**config.mk**
```make
export PLATFORM = sky130hd
export DESIGN_NAME = uart_addr_rx
export DESIGN_NICKNAME = d
export VERILOG_FILES = /design/src/rtl/uart_rx_pkg.sv /design/src/rtl/uart_rx_baud.sv /design/src/rtl/uart_rx_fifo.sv /design/src/rtl/uart_rx_core.sv /design/src/rtl/uart_addr_rx.sv
export SDC_FILE = /design/constraint.sdc
export NUM_CORES = 1
export LEC_CHECK = 0
export ABC_AREA = 1
export BUFFER_PORTS_ARGS = -buffer_cell sky130_fd_sc_hd__buf_2
export CAP_MARGIN = 20
export CELL_PAD_IN_SITES_DETAIL_PLACEMENT = 0
export CELL_PAD_IN_SITES_GLOBAL_PLACEMENT = 2
export CORE_MARGIN = 5
export CORE_UTILIZATION = 39
export CTS_BUF_LIST = sky130_fd_sc_hd__clkbuf_16
export DETAILED_ROUTE_END_ITERATION = 7
export GPL_ROUTABILITY_DRIVEN = 0
export HOLD_SLACK_MARGIN = 0.12
export PLACE_DENSITY_LB_ADDON = 0.1
export SYNTH_ARGS = -nofsm -noshare
export SYNTH_HDL_FRONTEND = slang
export SYNTH_SLANG_ARGS = --single-unit
```
**constraint.sdc**
```tcl
create_clock -name clk -period 3.5 [get_ports clk]
set_input_delay 0.525 -clock clk [delete_from_list [all_inputs] [get_ports clk]]
set_output_delay 0.525 -clock clk [all_outputs]
set_load 0.05 [all_outputs]
```
**src/rtl/uart_rx_pkg.sv**
```systemverilog
package uart_rx_pkg;

    typedef enum logic [2:0] {
        RX_IDLE,
        RX_START,
        RX_DATA,
        RX_STOP,
        RX_HALT
    } rx_state_e;

    typedef struct packed {
        logic       ferr;
        logic       bit9;
        logic [7:0] data;
    } rx_frame_t;

endpackage

```
**src/rtl/uart_rx_baud.sv**
```systemverilog
module uart_rx_baud #(
    parameter int DIV_W = 8
) (
    input  logic             clk,
    input  logic             rst_n,
    input  logic             run,
    input  logic [DIV_W-1:0] reload,
    output logic             tick
);

    logic [DIV_W-1:0] cnt;

    always_ff @(posedge clk or negedge rst_n) begin
        if (!rst_n) begin
            cnt <= '0;
        end else if (!run || cnt == '0) begin
            cnt <= reload;
        end else begin
            cnt <= cnt - 1'b1;
        end
    end

    assign tick = run && (cnt == '0);

    // with a nonzero reload, two ticks are never back to back
    assert_tick_spacing_R12: assert property (@(posedge clk) disable iff (!rst_n)
        (tick && reload != '0) |=> !tick);

endmodule

```
**src/rtl/uart_rx_fifo.sv**
```systemverilog
module uart_rx_fifo
    import uart_rx_pkg::*;
#(
    parameter int DEPTH = 2
) (
    input  logic      clk,
    input  logic      rst_n,
    input  logic      push,
    input  rx_frame_t din,
    input  logic      pop,
    output rx_frame_t dout,
    output logic      empty,
    output logic      full
);

    localparam int AW = (DEPTH > 1) ? $clog2(DEPTH) : 1;
    localparam int CW = $clog2(DEPTH + 1);
    localparam logic [AW-1:0] LAST = AW'(DEPTH - 1);
    localparam logic [CW-1:0] FULLC = CW'(DEPTH);

    rx_frame_t       mem [DEPTH];
    logic [AW-1:0]   wp, rp;
    logic [CW-1:0]   cnt;
    logic            do_push, do_pop;

    assign empty   = (cnt == '0);
    assign full    = (cnt == FULLC);
    assign do_push = push && !full;
    assign do_pop  = pop && !empty;
    assign dout    = mem[rp];

    always_ff @(posedge clk or negedge rst_n) begin
        if (!rst_n) begin
            wp  <= '0;
            rp  <= '0;
            cnt <= '0;
        end else begin
            if (do_push) wp <= (wp == LAST) ? '0 : wp + 1'b1;
            if (do_pop)  rp <= (rp == LAST) ? '0 : rp + 1'b1;
            if (do_push && !do_pop)      cnt <= cnt + 1'b1;
            else if (do_pop && !do_push) cnt <= cnt - 1'b1;
        end
    end

    always_ff @(posedge clk) begin
        if (do_push) mem[wp] <= din;
    end

    // the producer never writes into a full queue
    assert_no_overflow_R7: assert property (@(posedge clk) disable iff (!rst_n)
        push |-> !full);

    // occupancy never exceeds the depth
    assert_count_bound_R7: assert property (@(posedge clk) disable iff (!rst_n)
        cnt <= FULLC);

endmodule

```
**src/rtl/uart_rx_core.sv**
```systemverilog
module uart_rx_core
    import uart_rx_pkg::*;
#(
    parameter int OSR_HI = 16,
    parameter int OSR_LO = 64
) (
    input  logic      clk,
    input  logic      rst_n,
    input  logic      port_en,
    input  logic      rx_en,
    input  logic      nine_bit,
    input  logic      addr_det,
    input  logic      hi_speed,
    input  logic      tick,
    input  logic      rxd_s,
    input  logic      fifo_full,
    output logic      push,
    output rx_frame_t frame,
    output logic      ovr
);

    localparam int PH_W = $clog2(OSR_LO);
    localparam logic [PH_W-1:0] HI_LAST = PH_W'(OSR_HI - 1);
    localparam logic [PH_W-1:0] LO_LAST = PH_W'(OSR_LO - 1);
    localparam logic [PH_W-1:0] HI_MID  = PH_W'(OSR_HI / 2 + 1);
    localparam logic [PH_W-1:0] LO_MID  = PH_W'(OSR_LO / 2 + 1);

    rx_state_e       state, nxt;
    logic [PH_W-1:0] phase;
    logic [3:0]      bitcnt;
    logic [8:0]      sh;
    logic [1:0]      hist;
    logic            vote, at_mid, at_end, accept, run, done;
    logic [PH_W-1:0] last_ph, mid_ph;
    logic [3:0]      last_bit;

    assign run      = port_en && rx_en;
    assign last_ph  = hi_speed ? HI_LAST : LO_LAST;
    assign mid_ph   = hi_speed ? HI_MID : LO_MID;
    assign last_bit = nine_bit ? 4'd8 : 4'd7;
    assign vote     = (hist[1] & hist[0]) | (hist[1] & rxd_s) | (hist[0] & rxd_s);
    assign at_mid   = tick && (phase == mid_ph);
    assign at_end   = tick && (phase == last_ph);
    assign accept   = !(nine_bit && addr_det && !sh[8]);
    assign done     = (state == RX_STOP) && at_mid && accept;

    // state register
    always_ff @(posedge clk or negedge rst_n) begin
        if (!rst_n) state <= RX_IDLE;
        else        state <= nxt;
    end

    // transitions
    always_comb begin
        nxt = state;
        unique case (state)
            RX_IDLE:  if (run && tick && !rxd_s) nxt = RX_START;
            RX_START: begin
                if (at_mid && vote) nxt = RX_IDLE;
                else if (at_end)    nxt = RX_DATA;
            end
            RX_DATA:  if (at_end && bitcnt == last_bit) nxt = RX_STOP;
            RX_STOP:  if (at_mid) nxt = (accept && fifo_full) ? RX_HALT : RX_IDLE;
            RX_HALT:  nxt = RX_HALT;
            default:  nxt = RX_IDLE;
        endcase
        if (!rx_en)                            nxt = RX_IDLE;
        else if (!port_en && state != RX_HALT) nxt = RX_IDLE;
    end

    // datapath
    always_ff @(posedge clk or negedge rst_n) begin
        if (!rst_n) begin
            phase  <= '0;
            bitcnt <= '0;
            sh     <= '0;
            hist   <= 2'b11;
            ovr    <= 1'b0;
        end else begin
            if (tick) hist <= {hist[0], rxd_s};
            if (state == RX_IDLE)  phase <= PH_W'(1);
            else if (tick)         phase <= (phase == last_ph) ? '0 : phase + 1'b1;
            if (state != RX_DATA)  bitcnt <= '0;
            else if (at_end)       bitcnt <= bitcnt + 1'b1;
            if (state == RX_DATA && at_mid) sh[bitcnt] <= vote;
            if (!rx_en)                     ovr <= 1'b0;
            else if (done && fifo_full)     ovr <= 1'b1;
        end
    end

    // outputs
    always_comb begin
        push       = done && !fifo_full && run;
        frame.data = sh[7:0];
        frame.bit9 = nine_bit & sh[8];
        frame.ferr = !vote;
    end

    // nothing with a clear ninth bit is queued under filtering
    assert_addr_filter_R4: assert property (@(posedge clk) disable iff (!rst_n)
        (push && nine_bit && addr_det) |-> frame.bit9);

    // a frozen receiver never queues
    assert_halt_no_push_R8: assert property (@(posedge clk) disable iff (!rst_n)
        (state == RX_HALT) |-> !push);

    // overrun stays set while reception stays enabled
    assert_ovr_sticky_R8: assert property (@(posedge clk) disable iff (!rst_n)
        (ovr && rx_en) |=> ovr);

    // disabled port queues nothing
    assert_off_no_push_R10: assert property (@(posedge clk) disable iff (!rst_n)
        !port_en |-> !push);

endmodule

```
**src/rtl/uart_addr_rx.sv**
```systemverilog
module uart_addr_rx
    import uart_rx_pkg::*;
#(
    parameter int DIV_W  = 8,
    parameter int DEPTH  = 2,
    parameter int OSR_HI = 16,
    parameter int OSR_LO = 64
) (
    input  logic             clk,
    input  logic             rst_n,
    input  logic             port_en,
    input  logic             rx_en,
    input  logic             nine_bit,
    input  logic             addr_det,
    input  logic             hi_speed,
    input  logic [DIV_W-1:0] div_reload,
    input  logic             irq_en,
    input  logic             rxd,
    input  logic             rd_en,
    output logic [7:0]       rd_data,
    output logic             rd_bit9,
    output logic             rd_ferr,
    output logic             ovr_err,
    output logic             rx_ready,
    output logic             irq
);

    logic [1:0] sync;
    logic       tick, push, empty, full;
    rx_frame_t  wr_frame, head;

    always_ff @(posedge clk or negedge rst_n) begin
        if (!rst_n) sync <= 2'b11;
        else        sync <= {sync[0], rxd};
    end

    uart_rx_baud #(.DIV_W(DIV_W)) u_baud (
        .clk    (clk),
        .rst_n  (rst_n),
        .run    (port_en && rx_en),
        .reload (div_reload),
        .tick   (tick)
    );

    uart_rx_core #(.OSR_HI(OSR_HI), .OSR_LO(OSR_LO)) u_core (
        .clk       (clk),
        .rst_n     (rst_n),
        .port_en   (port_en),
        .rx_en     (rx_en),
        .nine_bit  (nine_bit),
        .addr_det  (addr_det),
        .hi_speed  (hi_speed),
        .tick      (tick),
        .rxd_s     (sync[1]),
        .fifo_full (full),
        .push      (push),
        .frame     (wr_frame),
        .ovr       (ovr_err)
    );

    uart_rx_fifo #(.DEPTH(DEPTH)) u_fifo (
        .clk   (clk),
        .rst_n (rst_n),
        .push  (push),
        .din   (wr_frame),
        .pop   (rd_en),
        .dout  (head),
        .empty (empty),
        .full  (full)
    );

    assign rd_data  = head.data;
    assign rd_bit9  = head.bit9;
    assign rd_ferr  = head.ferr;
    assign rx_ready = !empty;
    assign irq      = rx_ready && irq_en;

    // interrupt only with a frame waiting
    assert_irq_ready_R9: assert property (@(posedge clk) disable iff (!rst_n)
        irq |-> rx_ready);

endmodule

```
* Yosys cells after proc, flatten, opt, wreduce, memory -nomap -nowiden
Memories as Yosys holds them, arrays and structs flattened. Index checks and enable logic that the tools add are counted.
Operators by class: $add $sub $neg 7, multiply operators 0, div/mod/pow operators 0, order comparisons 2, equality and inequality tests 15, shift operators 0, multiplexer cells 29, bitwise operators 6, reductions and logical operators 42
Operators by type and width (count):
- $mux W6 | 5
- $logic_and A1 B1 Y1 | 24
- $mux W3 | 8
- $pmux W3 S5 | 1
- $eq A6 B6 Y1 | 2
- $mux W4 | 3
- $logic_not A1 Y1 | 10
- $bwmux W9 | 1
- $logic_not A8 Y1 | 1
- $mux W8 | 1
- $ne A4 B2 Y1 const B | 2
- $sub A8 B1 Y8 const B | 1
- $mux W1 | 7
- $add A6 B1 Y6 const B | 1
- $eq A3 B2 Y1 const B | 2
- $reduce_bool A2 Y1 | 3
- $lt A4 B5 Y1 const B | 1
- $ne A5 B2 Y1 const B | 1
- $add A4 B1 Y4 const B | 1
- $and A1 B1 Y1 | 4
- $demux W1 S4 | 1
- $eq A4 B4 Y1 | 1
- $ge A4 B1 Y1 const B | 1
- $mux W2 | 2
- 15 further kinds | 17
Word-level totals: flip-flop bits (word level) 39, bits in latches 0, memory bits (writable) 20, ROM bits 0, input bits 18, output and inout port bits 13, logic and storage cells 113, memories 1
Memory list:
- u_fifo.mem | depth 2, bits a word 10, rd ports 1, clocked after memory_dff 0, write ports 1, line uart_rx_fifo.sv:21 | rx_frame_t mem [DEPTH];

* Logic depth before layout (Yosys ltp)
depth in word-level cells 12, depth in mapped cells 12, gate-level depth less buffers 12

* Hierarchy
From an unflattened synthesis, not the netlist that was laid out.
Second synthesis, totals: cells, all modules 356, area, all modules 3120.5 µm²
By module, submodules not included:
- uart_rx_core | times used 1, cells each 197, area an instance 1529.0 µm², seq. area each 628.1 µm²
- uart_rx_fifo | times used 1, cells each 84, area an instance 957.2 µm², seq. area each 700.7 µm²
- uart_rx_baud | times used 1, cells each 68, area an instance 560.5 µm², seq. area each 200.2 µm²
- uart_addr_rx | times used 1, cells each 7, area an instance 73.8 µm², seq. area each 52.6 µm²

* Worst setup path after synthesis
Ideal clock, no wire load.
kind register to register, start point register u_baud.cnt[0], end point memory u_fifo.mem[1][0] in the netlist's numbering (enable), library setup time 376 ps, data arrival time 1634 ps, required time 3124 ps, setup slack 1490 ps, cell stages (with the launch flop) 9, buffers on the path 0, clock period less this slack 2010 ps, cell sequence dfrtp_1 > inv_1 > ha_1 > nand2_2 > nor2_4 > nand3_4 > nor2_1 > nand2_1 > nor2_1
Between the ends: word-level cells in the longest chain between the ends 10
Ends and longest elaborated chain:
- from (decl) | line uart_rx_baud.sv:11 | logic [DIV_W-1:0] cnt;
- from (signal assigned) | line uart_rx_baud.sv:17 | cnt <= reload;
- from (signal assigned) | line uart_rx_baud.sv:19 | cnt <= cnt - 1'b1;
- $logic_not A8 Y1 | line uart_rx_baud.sv:23 | assign tick = run && (cnt == '0);
- $logic_and A1 B1 Y1 | line uart_rx_baud.sv:23
- $logic_and A1 B1 Y1 | line uart_rx_core.sv:42 | assign at_mid = tick && (phase == mid_ph);
- $logic_and A1 B1 Y1 (2 in a row) | line uart_rx_core.sv:45 | assign done = (state == RX_STOP) && at_mid && accept;
- $logic_and A1 B1 Y1 (2 in a row) | line uart_rx_core.sv:93 | push = done && !fifo_full && run;
- $logic_and A1 B1 Y1 | line uart_rx_fifo.sv:28 | assign do_push = push && !full;
- $mux W1 | line uart_rx_fifo.sv:46 | if (do_push) mem[wp] <= din;
- $mux W1 (implied by the code) | line uart_rx_fifo.sv:46
- to (decl) | line uart_rx_fifo.sv:21
Every way passes these cells.

* Worst setup path after layout
start point register u_baud.cnt[0], end point memory u_fifo.mem[1][9] in the netlist's numbering (enable)
Same word-level chain as after synthesis.

==> summary.txt <==
Timing
  – WHS: 0.298 ns
  – Slew Limit Fails: 0
  – Fin. Hold Viols: 0
  – RSZ-0062 raised after global routing: false
  – Final setup fails: 0
  – Final period util: 66.5%
  – Fmax: 430 MHz
  – Sum Neg Setup Slack: 0 ns
  – Slew margin rel.: 39.0%
  – Clock Skew: 0.00449 ns
  – Final min period: 2.33 ns
  – Actual slew at the worst max-slew pin: 0.915 ns

Logic synthesis
  – Synth cell types: 31
  – Mapped Area: 2890 sq um
  – Mean Syn Cell Area: 9.12 sq um
  – Post-synth top area cell: dfrtp_1
  – Ranking of synthesized cells by area: dfrtp_1 (30%), edfxtp_1 (21%), nand2_1 (11%)
  – Sequential share of the synthesized area: 54.7%
  – Syn_nets: 344
  – Post-synth top area share: 30.3%
  – Post-synthesis instance total: 317
  – Ys Warns: 0
  – Yosys reg bits: 59

Worst setup path
  – Largest stage delay, worst path: 0.66 ns
  – R2R Setup Slk: 1.17 ns
  – CP cell instances: inv_1, ha_1, nand2_2, nor2_4, nand3_4, nor2_1, nand2_1, nor2_1
  – CP arrival: 2.27 ns
  – Critical path startpoint: u_baud.cnt[0]
  – Crit Path Class: reg -> reg
  – FF-to-FF Start: u_baud.cnt[0]
  – CP max-delay cell: nor2_1
  – Worst setup EP type: flop
  – Required @ worst endpoint: 3.45 ns
  – Crit path max fanout: 10
  – CP Capture Point: u_fifo.mem[1][9]
  – Capture point of the worst reg-to-reg path: u_fifo.mem[1][9]
  – CP Launch Type: flop
  – CP dominant cell by count: nor2_1
  – Worst R2R Path Depth: 8

Die
  – Core Region: 7250 sq um
  – Die area: 9230 sq um
  – Chip Width: 96.1 microns
  – Ports: 31
  – Die height: 96.1 microns
  – Cell Rows: 31
  – Initial Util: 39.8%

Final layout
  – Fill cells: 717
  – Most common cell after layout, fill and taps aside: nand2_1
  – Number of diodes: 0
  – Final #Nets: 382
  – Fraction of layout cells with a size suffix above 1: 18.9%
  – Most frequent cells in the layout: nand2_1 (82), dfrtp_1 (35), inv_1 (33)
  – Synthesis-to-finish area growth: 20.0%

Route
  – Vias: 2104
  – Drt drc: 0
  – Starting DRT DRC Count: 50
  – Antenna-violating nets left: 0
  – Final wirelength: 5390 microns
  – First-pass DRT Iterations: 4
  – Via density: 4.58
  – Routed len/inst: 11.7 microns

Clocking
  – Root Buffer: clkbuf_16
  – H-tree levels: 3
  – Post-CTS sizing: 0
  – CTS Sinks: 59
  – Hold-fix buffers at CTS: 0
  – TritonCTS buffer count: 9
  – Clock transition at path regs: 0.05 ns
  – CTS tree: built
  – Max clock buf depth: 2
  – Worst-skew pair later-pin latency: 0.32 ns
  – Post-CTS Setup Repair Bufs: 0

Power and ir drop
  – Cell Pwr Density: 599 nW/um^2
  – Pleak: 0.00161 uW
  – Worst VDD drop: 0.234 mV

GRT
  – Met3 usage: 2.81%
  – Gr busiest metal: met2
  – Grt met1 use: 17.6%
  – Tot GR Track Use: 13.7%
  – Initial antenna violation count: 0
  – First-pass GRT wire length: 9670 microns
  – Vias in the first global route: 2130
  – Met2 Usage GRT: 21.7%
  – GRT overflow: 0
  – Pin count of the biggest net entering global routing: 40

Flow run
  – MaxCap Viol Count: 0

Min path
  – HP Class: in -> reg

Placement
  – Port Buf Inserts: 30
  – Dpl hpwl: 4040 microns

Outcome
  – Status: finished clean
## Yosys cell counts (all sizes together)
master / n
nor2: 33
nand3: 25
xnor2: 4
dfrtp: 35
o21a: 3
clkinv: 1
or2: 1
nand3b: 2
clkbuf: 2
ha: 9
inv: 35
buf: 1
a211oi: 1
edfxtp: 20
nand2: 86
a21o: 1
dfstp: 4
a31oi: 3
nor3: 9
a21oi: 8
nand4: 3
xor2: 6
o21ai: 25
## power breakdown
group | internal (uW) | switching (uW) | total, uW
combinational | 102 | 245 | 347
sequential | 754 | 45.1 | 799
clock | 621 | 310 | 930
## registers in the layout, indices dropped and copies added (netlist names), 2 cells and up
name,cells
u_fifo.cnt,2
u_core.bitcnt,4
sync,2
u_core.hist,2
u_fifo.mem,20
u_baud.cnt,8
u_core.phase,6
u_core.state,3
u_core.sh,9
## routing by layer
metal  share of wire, %  wire (microns)
met5                  0               0
met4                2.7             146
met3                3.7             198
met2                 47            2520
met1                 47            2520
## worst max-delay path: cells and delay by family, from the launching register on
| kind | cells | cell delay, ns |
|---|---|---|
| flip-flops | 1 | 0.37 |
| buffers and inverters | 1 | 0.09 |
| AND/OR/NAND/NOR | 6 | 1.32 |
| adder cells (fa/ha/maj) | 1 | 0.17 |
## worst min-delay path by stage
| stage | start | to | depth (start not counted) | slack (ns) |
|---|---|---|---|---|
| after global routing | rxd | sync[0] | 1 | 0.29 |
| after floorplan | rst_n | u_baud.cnt[0] | 0 | 0.23 |
| after global placement | sync[0] | sync[1] | 0 | 0.35 |
| final | rxd | sync[0] | 1 | 0.30 |
| after detailed placement | sync[0] | sync[1] | 0 | 0.35 |
| after CTS | rxd | sync[0] | 1 | 0.29 |
## through the flow
step | setup slack, ns | cell area [sq um] | util, % | power [uW] | std cells
after floorplan | 1.49 | 2890 | - | 1080 | 317
after global placement | 1.15 | 3150 | 43.5 | 1160 | 443
after detailed placement | 1.08 | 3150 | 43.5 | 1160 | 443
after CTS | 1.11 | 3470 | 47.8 | 2100 | 459
after global routing | 0.877 | 3470 | 47.8 | 2180 | 459
final | 1.17 | 3470 | 47.8 | 2080 | 459
## area by class of cell
class | instances | area [sq um] | area share [%]
inverters | 36 | 135 | 3.90
multi-input cells | 219 | 1160 | 33.5
clock inverters | 7 | 91.3 | 2.63
well taps | 99 | 124 | 3.57
repair buffers | 30 | 150 | 4.33
clock buffers | 9 | 225 | 6.49
flip-flops and latches | 59 | 1580 | 45.6
## logic make-up (layout without fill, tap and decap cells)
logic type | Yosys count | after routing | share of synthesized area (%)
xor gates and xnor gates | 10 | 10 | 3.03
AOI/OAI and AO/OA | 41 | 41 | 7.66
DFF | 59 | 59 | 54.7
and+or+nand+nor | 159 | 159 | 25.6
adders and majority gates | 9 | 9 | 3.90
buffers and inverters | 39 | 82 | 5.11
Note: power is estimated with default switching activity, not from simulation.
